$ cat config.mk
export PLATFORM = sky130hd
export DESIGN_NAME = mdrop_addr_filter
export DESIGN_NICKNAME = d
export VERILOG_FILES = /design/src/rtl/mdrop_pkg.sv /design/src/rtl/mdrop_cfg.sv /design/src/rtl/mdrop_rx.sv /design/src/rtl/mdrop_tx.sv /design/src/rtl/mdrop_addr_filter.sv
export SDC_FILE = /design/constraint.sdc
export NUM_CORES = 1
export LEC_CHECK = 0
export BUFFER_PORTS_ARGS = -buffer_cell sky130_fd_sc_hd__buf_2
export CORE_MARGIN = 3
export CORE_UTILIZATION = 43
export CTS_BUF_LIST = sky130_fd_sc_hd__clkbuf_4 sky130_fd_sc_hd__clkbuf_8
export CTS_CLUSTER_SIZE = 30
export DETAILED_ROUTE_END_ITERATION = 7
export PLACE_DENSITY = 0.78
export SLEW_MARGIN = 15
export SYNTH_ARGS = -nofsm -noshare
export SYNTH_HDL_FRONTEND = slang
export SYNTH_SLANG_ARGS = --single-unit
$ cat constraint.sdc
create_clock -name clk -period 1.1 [get_ports clk]
set_input_delay 0.11 -clock clk [delete_from_list [all_inputs] [get_ports clk]]
set_output_delay 0.11 -clock clk [all_outputs]
set_load 0.01 [all_outputs]
$ cat src/rtl/mdrop_pkg.sv
package mdrop_pkg;
  typedef struct packed {
    logic tx_raw;
    logic send_addr;
    logic match_en;
    logic nine_en;
  } ctrl_t;

  // Clearing nine-bit mode also clears the features that depend on it.
  function automatic ctrl_t ctrl_sanitize(input logic [3:0] w);
    ctrl_t c;
    c = ctrl_t'(w);
    if (!c.nine_en) begin
      c.match_en  = 1'b0;
      c.send_addr = 1'b0;
    end
    return c;
  endfunction
endpackage

$ cat src/rtl/mdrop_cfg.sv
module mdrop_cfg
  import mdrop_pkg::*;
#(
  parameter int AW = 8
) (
  input  logic          clk,
  input  logic          rst_n,
  input  logic          cfg_wr,
  input  logic [3:0]    cfg_wdata,
  input  logic          addr_sent,
  input  logic          rar_wr,
  input  logic [AW-1:0] rar_wdata,
  input  logic          tar_wr,
  input  logic [AW-1:0] tar_wdata,
  input  logic          rx_busy,
  output ctrl_t         ctrl,
  output logic [AW-1:0] rar_q,
  output logic [AW-1:0] tar_q,
  output logic          rar_commit
);
  logic [AW-1:0] pend_q;
  logic          pend_vld;

  assign rar_commit = !rx_busy && (rar_wr || pend_vld);

  always_ff @(posedge clk) begin
    if (!rst_n) begin
      ctrl <= '0;
    end else if (cfg_wr) begin
      ctrl <= ctrl_sanitize(cfg_wdata);
    end else if (addr_sent) begin
      ctrl.send_addr <= 1'b0;
    end
  end

  always_ff @(posedge clk) begin
    if (!rst_n) begin
      rar_q    <= '0;
      pend_q   <= '0;
      pend_vld <= 1'b0;
    end else if (rar_wr && !rx_busy) begin
      rar_q    <= rar_wdata;
      pend_vld <= 1'b0;
    end else if (rar_wr) begin
      pend_q   <= rar_wdata;
      pend_vld <= 1'b1;
    end else if (rar_commit) begin
      rar_q    <= pend_q;
      pend_vld <= 1'b0;
    end
  end

  always_ff @(posedge clk) begin
    if (!rst_n) tar_q <= '0;
    else if (tar_wr) tar_q <= tar_wdata;
  end
endmodule

$ cat src/rtl/mdrop_rx.sv
module mdrop_rx #(
  parameter int AW = 8
) (
  input  logic          clk,
  input  logic          rst_n,
  input  logic          nine_en,
  input  logic          match_en,
  input  logic [AW-1:0] rar,
  input  logic          rx_valid,
  input  logic [AW:0]   rx_char,
  output logic          out_valid,
  output logic [AW-1:0] out_data,
  output logic          out_is_addr,
  output logic          gate_open,
  output logic          addr_hit,
  output logic          addr_miss
);
  logic is_addr_char;
  logic addr_eq;
  logic keep;

  function automatic logic keep_char(input logic m, input logic a,
                                     input logic eq, input logic g);
    if (!m) return 1'b1;
    return a ? eq : g;
  endfunction

  assign is_addr_char = nine_en && rx_char[AW];
  assign addr_eq      = (rx_char[AW-1:0] == rar);
  assign addr_hit     = rx_valid && match_en && is_addr_char && addr_eq;
  assign addr_miss    = rx_valid && match_en && is_addr_char && !addr_eq;
  assign keep         = keep_char(match_en, is_addr_char, addr_eq, gate_open);

  always_ff @(posedge clk) begin
    if (!rst_n) begin
      out_valid   <= 1'b0;
      out_data    <= '0;
      out_is_addr <= 1'b0;
      gate_open   <= 1'b0;
    end else begin
      out_valid   <= rx_valid && keep;
      out_data    <= rx_char[AW-1:0];
      out_is_addr <= is_addr_char;
      if (!match_en)      gate_open <= 1'b0;
      else if (addr_hit)  gate_open <= 1'b1;
      else if (addr_miss) gate_open <= 1'b0;
    end
  end
endmodule

$ cat src/rtl/mdrop_tx.sv
module mdrop_tx #(
  parameter int AW = 8
) (
  input  logic          nine_en,
  input  logic          send_addr,
  input  logic          tx_raw,
  input  logic [AW-1:0] tar,
  input  logic          tx_in_valid,
  input  logic [AW:0]   tx_in_char,
  output logic          tx_in_ready,
  output logic          tx_out_valid,
  output logic [AW:0]   tx_out_char,
  input  logic          tx_out_ready,
  output logic          addr_sent
);
  function automatic logic [AW:0] map_data(input logic nine, input logic raw,
                                           input logic [AW:0] c);
    return {nine && raw && c[AW], c[AW-1:0]};
  endfunction

  logic addr_pend;

  assign addr_pend    = send_addr && nine_en;
  assign tx_out_valid = addr_pend || tx_in_valid;
  assign tx_out_char  = addr_pend ? {1'b1, tar} : map_data(nine_en, tx_raw, tx_in_char);
  assign tx_in_ready  = tx_out_ready && !addr_pend;
  assign addr_sent    = addr_pend && tx_out_ready;
endmodule

$ cat src/rtl/mdrop_addr_filter.sv
module mdrop_addr_filter
  import mdrop_pkg::*;
#(
  parameter int AW = 8
) (
  input  logic          clk,
  input  logic          rst_n,
  input  logic          cfg_wr,
  input  logic [3:0]    cfg_wdata,
  output logic [3:0]    ctrl_q,
  input  logic          rar_wr,
  input  logic [AW-1:0] rar_wdata,
  output logic [AW-1:0] rar_active,
  input  logic          tar_wr,
  input  logic [AW-1:0] tar_wdata,
  input  logic          rx_busy,
  input  logic          rx_valid,
  input  logic [AW:0]   rx_char,
  output logic          rx_out_valid,
  output logic [AW-1:0] rx_out_data,
  output logic          rx_out_is_addr,
  input  logic          tx_in_valid,
  input  logic [AW:0]   tx_in_char,
  output logic          tx_in_ready,
  output logic          tx_out_valid,
  output logic [AW:0]   tx_out_char,
  input  logic          tx_out_ready
);
  ctrl_t         ctrl;
  logic [AW-1:0] tar_q;
  logic          addr_sent;
  logic          rar_commit;
  logic          gate_open;
  logic          addr_hit;
  logic          addr_miss;

  assign ctrl_q = ctrl;

  mdrop_cfg #(.AW(AW)) u_cfg (
    .clk(clk), .rst_n(rst_n),
    .cfg_wr(cfg_wr), .cfg_wdata(cfg_wdata), .addr_sent(addr_sent),
    .rar_wr(rar_wr), .rar_wdata(rar_wdata),
    .tar_wr(tar_wr), .tar_wdata(tar_wdata),
    .rx_busy(rx_busy),
    .ctrl(ctrl), .rar_q(rar_active), .tar_q(tar_q), .rar_commit(rar_commit)
  );

  mdrop_rx #(.AW(AW)) u_rx (
    .clk(clk), .rst_n(rst_n),
    .nine_en(ctrl.nine_en), .match_en(ctrl.match_en), .rar(rar_active),
    .rx_valid(rx_valid), .rx_char(rx_char),
    .out_valid(rx_out_valid), .out_data(rx_out_data), .out_is_addr(rx_out_is_addr),
    .gate_open(gate_open), .addr_hit(addr_hit), .addr_miss(addr_miss)
  );

  mdrop_tx #(.AW(AW)) u_tx (
    .nine_en(ctrl.nine_en), .send_addr(ctrl.send_addr), .tx_raw(ctrl.tx_raw),
    .tar(tar_q),
    .tx_in_valid(tx_in_valid), .tx_in_char(tx_in_char), .tx_in_ready(tx_in_ready),
    .tx_out_valid(tx_out_valid), .tx_out_char(tx_out_char),
    .tx_out_ready(tx_out_ready), .addr_sent(addr_sent)
  );
endmodule

==> impl_metrics.env, run 1 <==
export IMPL_num_rows=22
export IMPL_final_max_slew_viol_count=0
export IMPL_grt_pass1_wl_mm=6.99
export IMPL_diodes=0
export IMPL_place_congestion=0.740
export IMPL_rsz0062_at_grt="yes"
export IMPL_setup_viol=14
export IMPL_cp_required_ns=0.99
export IMPL_dp_hpwl_mm=3.01
export IMPL_port_buffers=79
export IMPL_critical_path_buf_inv_count=1
export IMPL_grtUsageTotal=0.180
export IMPL_area_growth_pct=45.6
export IMPL_cts_root_buf="clkbuf_8"
export IMPL_cts_sinks=40
export IMPL_antenna_found_initial=0
export IMPL_detail_route_antenna_nets=0
export IMPL_slew_headroom=0.812
export IMPL_ys_warn_count=0
export IMPL_critPathLaunchType="flop"
export IMPL_path_cells="nand2_4 -> mux2_4 -> buf_6"
export IMPL_final_common_cell="buf_2"
export IMPL_ys_ff_latch=40
export IMPL_end_kind="output pin"
export IMPL_arrival_ns=1.23
export IMPL_grt_pass1_vias=1495
export IMPL_synthSimpleGateAreaFrac=0.212
export IMPL_instances_no_fill=325
export IMPL_drcViolationCount=0
export IMPL_synth_cells=183
export IMPL_fin_crit_ns=1.34
export IMPL_seq_area_sq_um=815
export IMPL_synth_mux_area_frac=0.110
export IMPL_drt_iter0_drc=117
export IMPL_vias=1600
export IMPL_synthesis_nets=230
export IMPL_die_area_sq_um=4810
export IMPL_setup_tns_final_ns=-2.37
export IMPL_grt_max_degree=19
export IMPL_fin_skew_ns=0.00945
export IMPL_htreeDepth=2
export IMPL_violations="setup timing"
export IMPL_power_density_nw_per_um2=1360
export IMPL_yosysSeqAreaShare=0.464
export IMPL_synthAdderAreaFrac=0
export IMPL_synthXorXnorAreaFrac=0.0406
export IMPL_status="complete, but fails checks"
export IMPL_pre_cts_ws_ns=-0.0593
export IMPL_core_area_sq_um=3770
export IMPL_cts_buffers=5
export IMPL_fp_dieH_um=69.3
export IMPL_die_w_um=69.3
export IMPL_irDropWorstVdd_mv=0.785
export IMPL_ff2ff_path_depth=4
export IMPL_syn_area_per_cell_sq_um=9.43
export IMPL_synth_compound_area_frac=0.129
export IMPL_cts_tree="done"
export IMPL_vias_per_cell=4.92
export IMPL_synth_top_family_by_area="simple AND/OR/NAND/NOR gates"
export IMPL_gr_total_overflow=0
export IMPL_cts_path_max_buffers=2
export IMPL_wl_mm=4.26
export IMPL_worstPathMaxFanout=4
export IMPL_hold_depth=2
export IMPL_multi_input_area_sq_um=916
export IMPL_cp_depth=3
export IMPL_finalHoldViolCount=0
export IMPL_slowest_delay_ns=0.38
export IMPL_synth_area_sq_um=1730
export IMPL_path_delay_family="flip-flops"
export IMPL_leakage_uw=0.00122
export IMPL_fillCellCount=316
export IMPL_clkTransAtPathRegs_ns=0.08
export IMPL_io_pins=80
export IMPL_fin_crit_sh=1.22
export IMPL_fmax_mhz=747
export IMPL_insertion_delay_ns=0.29
export IMPL_tightest_slew_ns=0.282
export IMPL_crit_type="reg -> out"
export IMPL_first_pass_iters=4
export IMPL_yosysUniqueCellTypes=27
export IMPL_mostFrequentLayoutCells="buf_2 (71), dfxtp_1 (33), buf_4 (19)"
export IMPL_nets=323
export IMPL_cap_violations=0
export IMPL_drive_above_1_share=0.466
export IMPL_dp_cells=314
export IMPL_fin_ws_ns=-0.239
export IMPL_whs_ns=0.0381
export IMPL_hp_class="in -> reg"
export IMPL_initial_core_util=0.458
export IMPL_utilization=0.666
export IMPL_wire_per_inst_um=13.1
export IMPL_cp_slowest_cell="dfxtp_4"
-- area by class of cell --
class                           count  share of cell area
Clock buffer                        7              0.0383
Inverter                            2             0.00299
Sequential cell                    40               0.324
Tap cell                           48              0.0239
Multi-Input combinational cell    129               0.365
Clock inverter                      1              0.0120
Timing Repair Buffer               98               0.234
-- final timing paths --
check / slack [ns] / from / endpoint
min reg2reg: 0.46 / u_cfg.pend_q[0]$_SDFFE_PN0P_ / u_cfg.pend_q[0]$_SDFFE_PN0P_
max reg2reg: -0.06 / u_cfg.rar_q[2]$_SDFFE_PN0P_ / u_rx.gate_open$_SDFFE_PN0P_
min: 0.04 / rx_char[3] / u_rx.out_data[3]$_SDFF_PN0_
max: -0.24 / u_cfg.ctrl[0]$_SDFFE_PN0P_ / tx_out_char[7]
-- layer usage --
metal  global-route usage  up-vias  wire (um)
met5                    0        -          0
met1                0.229      724       1830
met4               0.0629        0         63
li1                     -      811          -
met2                0.284       60       2040
met3               0.0609        5        328
-- repair_timing --
| item | 4_1_cts | 5_1_grt |
|---|---|---|
| endpoints found under the setup margin | 13 | 21 |
| setup buffers | 2 | 0 |
| pin swaps | 5 | 3 |
| gates resized for setup | 25 | 2 |
| gates cloned | 1 | 0 |
| hold buffers | 0 | 0 |
-- cells in the mapped netlist, drive strengths merged --
cell / instances / share of area
mux2: 8 / 0.052
a21boi: 9 / 0.039
a41oi: 1 / 0.0051
nand3b: 6 / 0.026
nor4: 2 / 0.015
and2: 10 / 0.036
inv: 2 / 0.0044
o22ai: 3 / 0.011
buf: 8 / 0.028
nand4: 1 / 0.0036
nand3: 12 / 0.035
dfxtp: 40 / 0.46
clkbuf: 5 / 0.011
xor2: 8 / 0.041
mux2i: 10 / 0.058
a21oi: 9 / 0.026
and3: 1 / 0.0036
nor2b: 11 / 0.040
nand2: 17 / 0.038
nand2b: 2 / 0.0073
nor2: 3 / 0.0080
o31ai: 1 / 0.0073
o21ai: 14 / 0.041
-- metrics by stage --
stage | cell area, sq um | total power (uW)
finish | 2510 | 3430
global route | 2510 | 3610
CTS | 2510 | 3440
detailed placement | 2250 | 2100
global placement | 2250 | 2090
floorplan | 1730 | 1860
-- kinds of logic after synthesis --
kind of cell,after synthesis
AO/OA/AOI/OAI,37
XOR/XNOR,8
buffers and inverters,15
flip-flops,40
multiplexers,18
AND/OR/NAND/NOR,65
-- flip-flops by register name, summed over array words and instances (netlist names) --
| name | count |
|---|---|
| u_cfg.pend_q | 8 |
| u_cfg.tar_q | 8 |
| u_rx.out_data | 8 |
| u_cfg.rar_q | 8 |
| u_rx.out_is_addr | 1 |
| u_cfg.pend_vld | 1 |
| u_cfg.ctrl | 4 |
| u_rx.gate_open | 1 |
| u_rx.out_valid | 1 |
-- report_power, final --
group          internal, uW  switching, uW
registers              1530           49.8
clock network           801            504
logic                   292            255
No activity file was read; power rests on OpenSTA's default activity.
==> run 2, diff against run 1 <==
Settings changed: SETUP_SLACK_MARGIN set to 0.05.
==> run 2 against run 1 <==
Against the previous run: the run still ends with setup timing left; sequential share of layout area barely moved; utilization increased by 0.27 points; clock power is 21% lower; non-clock buffer count down 3; flip-flop and latch count stayed put; final cell count down 0.92%; via count fell by 0.69%; sequential power is essentially flat; count of clock-buffer cells in the layout did not move; largest cell class unchanged; highest routed layer unchanged.
==> impl_metrics.env, run 2 (same netlist as run 1, synthesis figures left out) <==
export IMPL_fmax_mhz=748
export IMPL_setup_viol=13
export IMPL_fin_skew_ns=0.00984
export IMPL_seq_area_sq_um=818
export IMPL_worstPathMaxFanout=4
export IMPL_htreeDepth=2
export IMPL_io_pins=80
export IMPL_cts_path_max_buffers=2
export IMPL_first_pass_iters=4
export IMPL_area_growth_pct=46.2
export IMPL_end_kind="output pin"
export IMPL_port_buffers=79
export IMPL_insertion_delay_ns=0.29
export IMPL_drive_above_1_share=0.485
export IMPL_status="complete, but fails checks"
export IMPL_fin_crit_ns=1.34
export IMPL_power_density_nw_per_um2=1260
export IMPL_grtUsageTotal=0.180
export IMPL_die_area_sq_um=4810
export IMPL_nets=320
export IMPL_num_rows=22
export IMPL_core_area_sq_um=3770
export IMPL_cts_buffers=5
export IMPL_irDropWorstVdd_mv=0.800
export IMPL_initial_core_util=0.458
export IMPL_cts_tree="done"
export IMPL_cts_root_buf="clkbuf_8"
export IMPL_final_max_slew_viol_count=0
export IMPL_setup_tns_final_ns=-2.25
export IMPL_dp_hpwl_mm=3.05
export IMPL_detail_route_antenna_nets=0
export IMPL_drcViolationCount=0
export IMPL_mostFrequentLayoutCells="buf_2 (67), dfxtp_1 (30), nand2_1 (16)"
export IMPL_cp_slowest_cell="dfxtp_4"
export IMPL_crit_type="reg -> out"
export IMPL_critPathLaunchType="flop"
export IMPL_drt_iter0_drc=88
export IMPL_wl_mm=4.36
export IMPL_fp_dieH_um=69.3
export IMPL_grt_pass1_vias=1527
export IMPL_fin_ws_ns=-0.236
export IMPL_finalHoldViolCount=0
export IMPL_diodes=0
export IMPL_die_w_um=69.3
export IMPL_utilization=0.669
export IMPL_leakage_uw=0.00120
export IMPL_pre_cts_ws_ns=-0.104
export IMPL_multi_input_area_sq_um=941
export IMPL_cts_sinks=40
export IMPL_fillCellCount=312
export IMPL_clkTransAtPathRegs_ns=0.08
export IMPL_final_common_cell="buf_2"
export IMPL_path_cells="nand2_4 -> mux2_4 -> buf_6"
export IMPL_cp_required_ns=0.99
export IMPL_arrival_ns=1.23
export IMPL_place_congestion=0.790
export IMPL_hp_class="in -> reg"
export IMPL_vias=1589
export IMPL_fin_crit_sh=1.21
export IMPL_grt_pass1_wl_mm=7.08
export IMPL_grt_max_degree=24
export IMPL_violations="setup timing"
export IMPL_gr_total_overflow=0
export IMPL_critical_path_buf_inv_count=1
export IMPL_rsz0062_at_grt="yes"
export IMPL_path_delay_family="flip-flops"
export IMPL_slew_headroom=0.781
export IMPL_cap_violations=0
export IMPL_slowest_delay_ns=0.38
export IMPL_vias_per_cell=4.93
export IMPL_wire_per_inst_um=13.5
export IMPL_tightest_slew_ns=0.329
export IMPL_antenna_found_initial=0
[run 2: cell count changes in the layout (fill, tap and decap cells not counted), moves of 3 or more]
cell     before  now
buf_6         8   14
buf_4        19   14
buf_2        71   67
dfxtp_1      33   30
dfxtp_2       5    8
[run 2: through the flow]
stage | area [sq um] | instances | hold slack (ns) | total power (uW)
2_1_floorplan | 1740 | 183 | 0.232 | 1860
3_3_place_gp | 2230 | 311 | 0.343 | 2090
3_5_place_dp | 2230 | 311 | 0.344 | 2100
4_1_cts | 2470 | 322 | 0.0388 | 3160
5_1_grt | 2520 | 322 | 0.0487 | 3330
6_report | 2520 | 322 | 0.0440 | 3170
[run 2: worst paths after layout]
kind,startpoint,end,slack (ns),cells after the start
min,rx_char[0],u_rx.out_data[0]$_SDFF_PN0_,0.04,2
min reg2reg,u_cfg.pend_q[2]$_SDFFE_PN0P_,u_cfg.pend_q[2]$_SDFFE_PN0P_,0.46,2
max reg2reg,u_cfg.rar_q[7]$_SDFFE_PN0P_,u_rx.out_valid$_SDFF_PN0_,-0.05,4
max,u_cfg.ctrl[0]$_SDFFE_PN0P_,tx_out_char[5],-0.24,3
[run 2: cell type report]
cell class | instances | area share
clock buffers | 7 | 0.0357
clock inverters | 1 | 0.00298
inverters | 2 | 0.00298
multi-input cells | 129 | 0.373
flip-flops and latches | 40 | 0.324
well taps | 48 | 0.0238
repair buffers | 95 | 0.237
[run 2: what timing repair did]
action	4_1_cts	5_1_grt
cloned	1	0
hold buffers	0	0
resized for setup	25	13
setup buffers	2	0
pin swaps	7	2
setup endpoints to repair	14	22
[run 2: worst register-to-register path: stages (launching register included)]
cell     delay [ns]
dfxtp_2        0.34
xor2_2         0.14
nor4_2         0.28
nand2_1        0.13
a41oi_2        0.18
[run 2: power by group]
part	total (uW)	internal, uW	switching (uW)
clock	1030	534	500
sequential	1580	1530	49.8
combinational	562	300	262
total	3170	2360	811
[run 2: per-layer routing]
layer,vias up,wire length [um],global-route usage
met4,0,49,0.0586
li1,805,-,-
met3,7,186,0.0391
met5,-,0,0
met2,36,2260,0.305
met1,741,1870,0.226
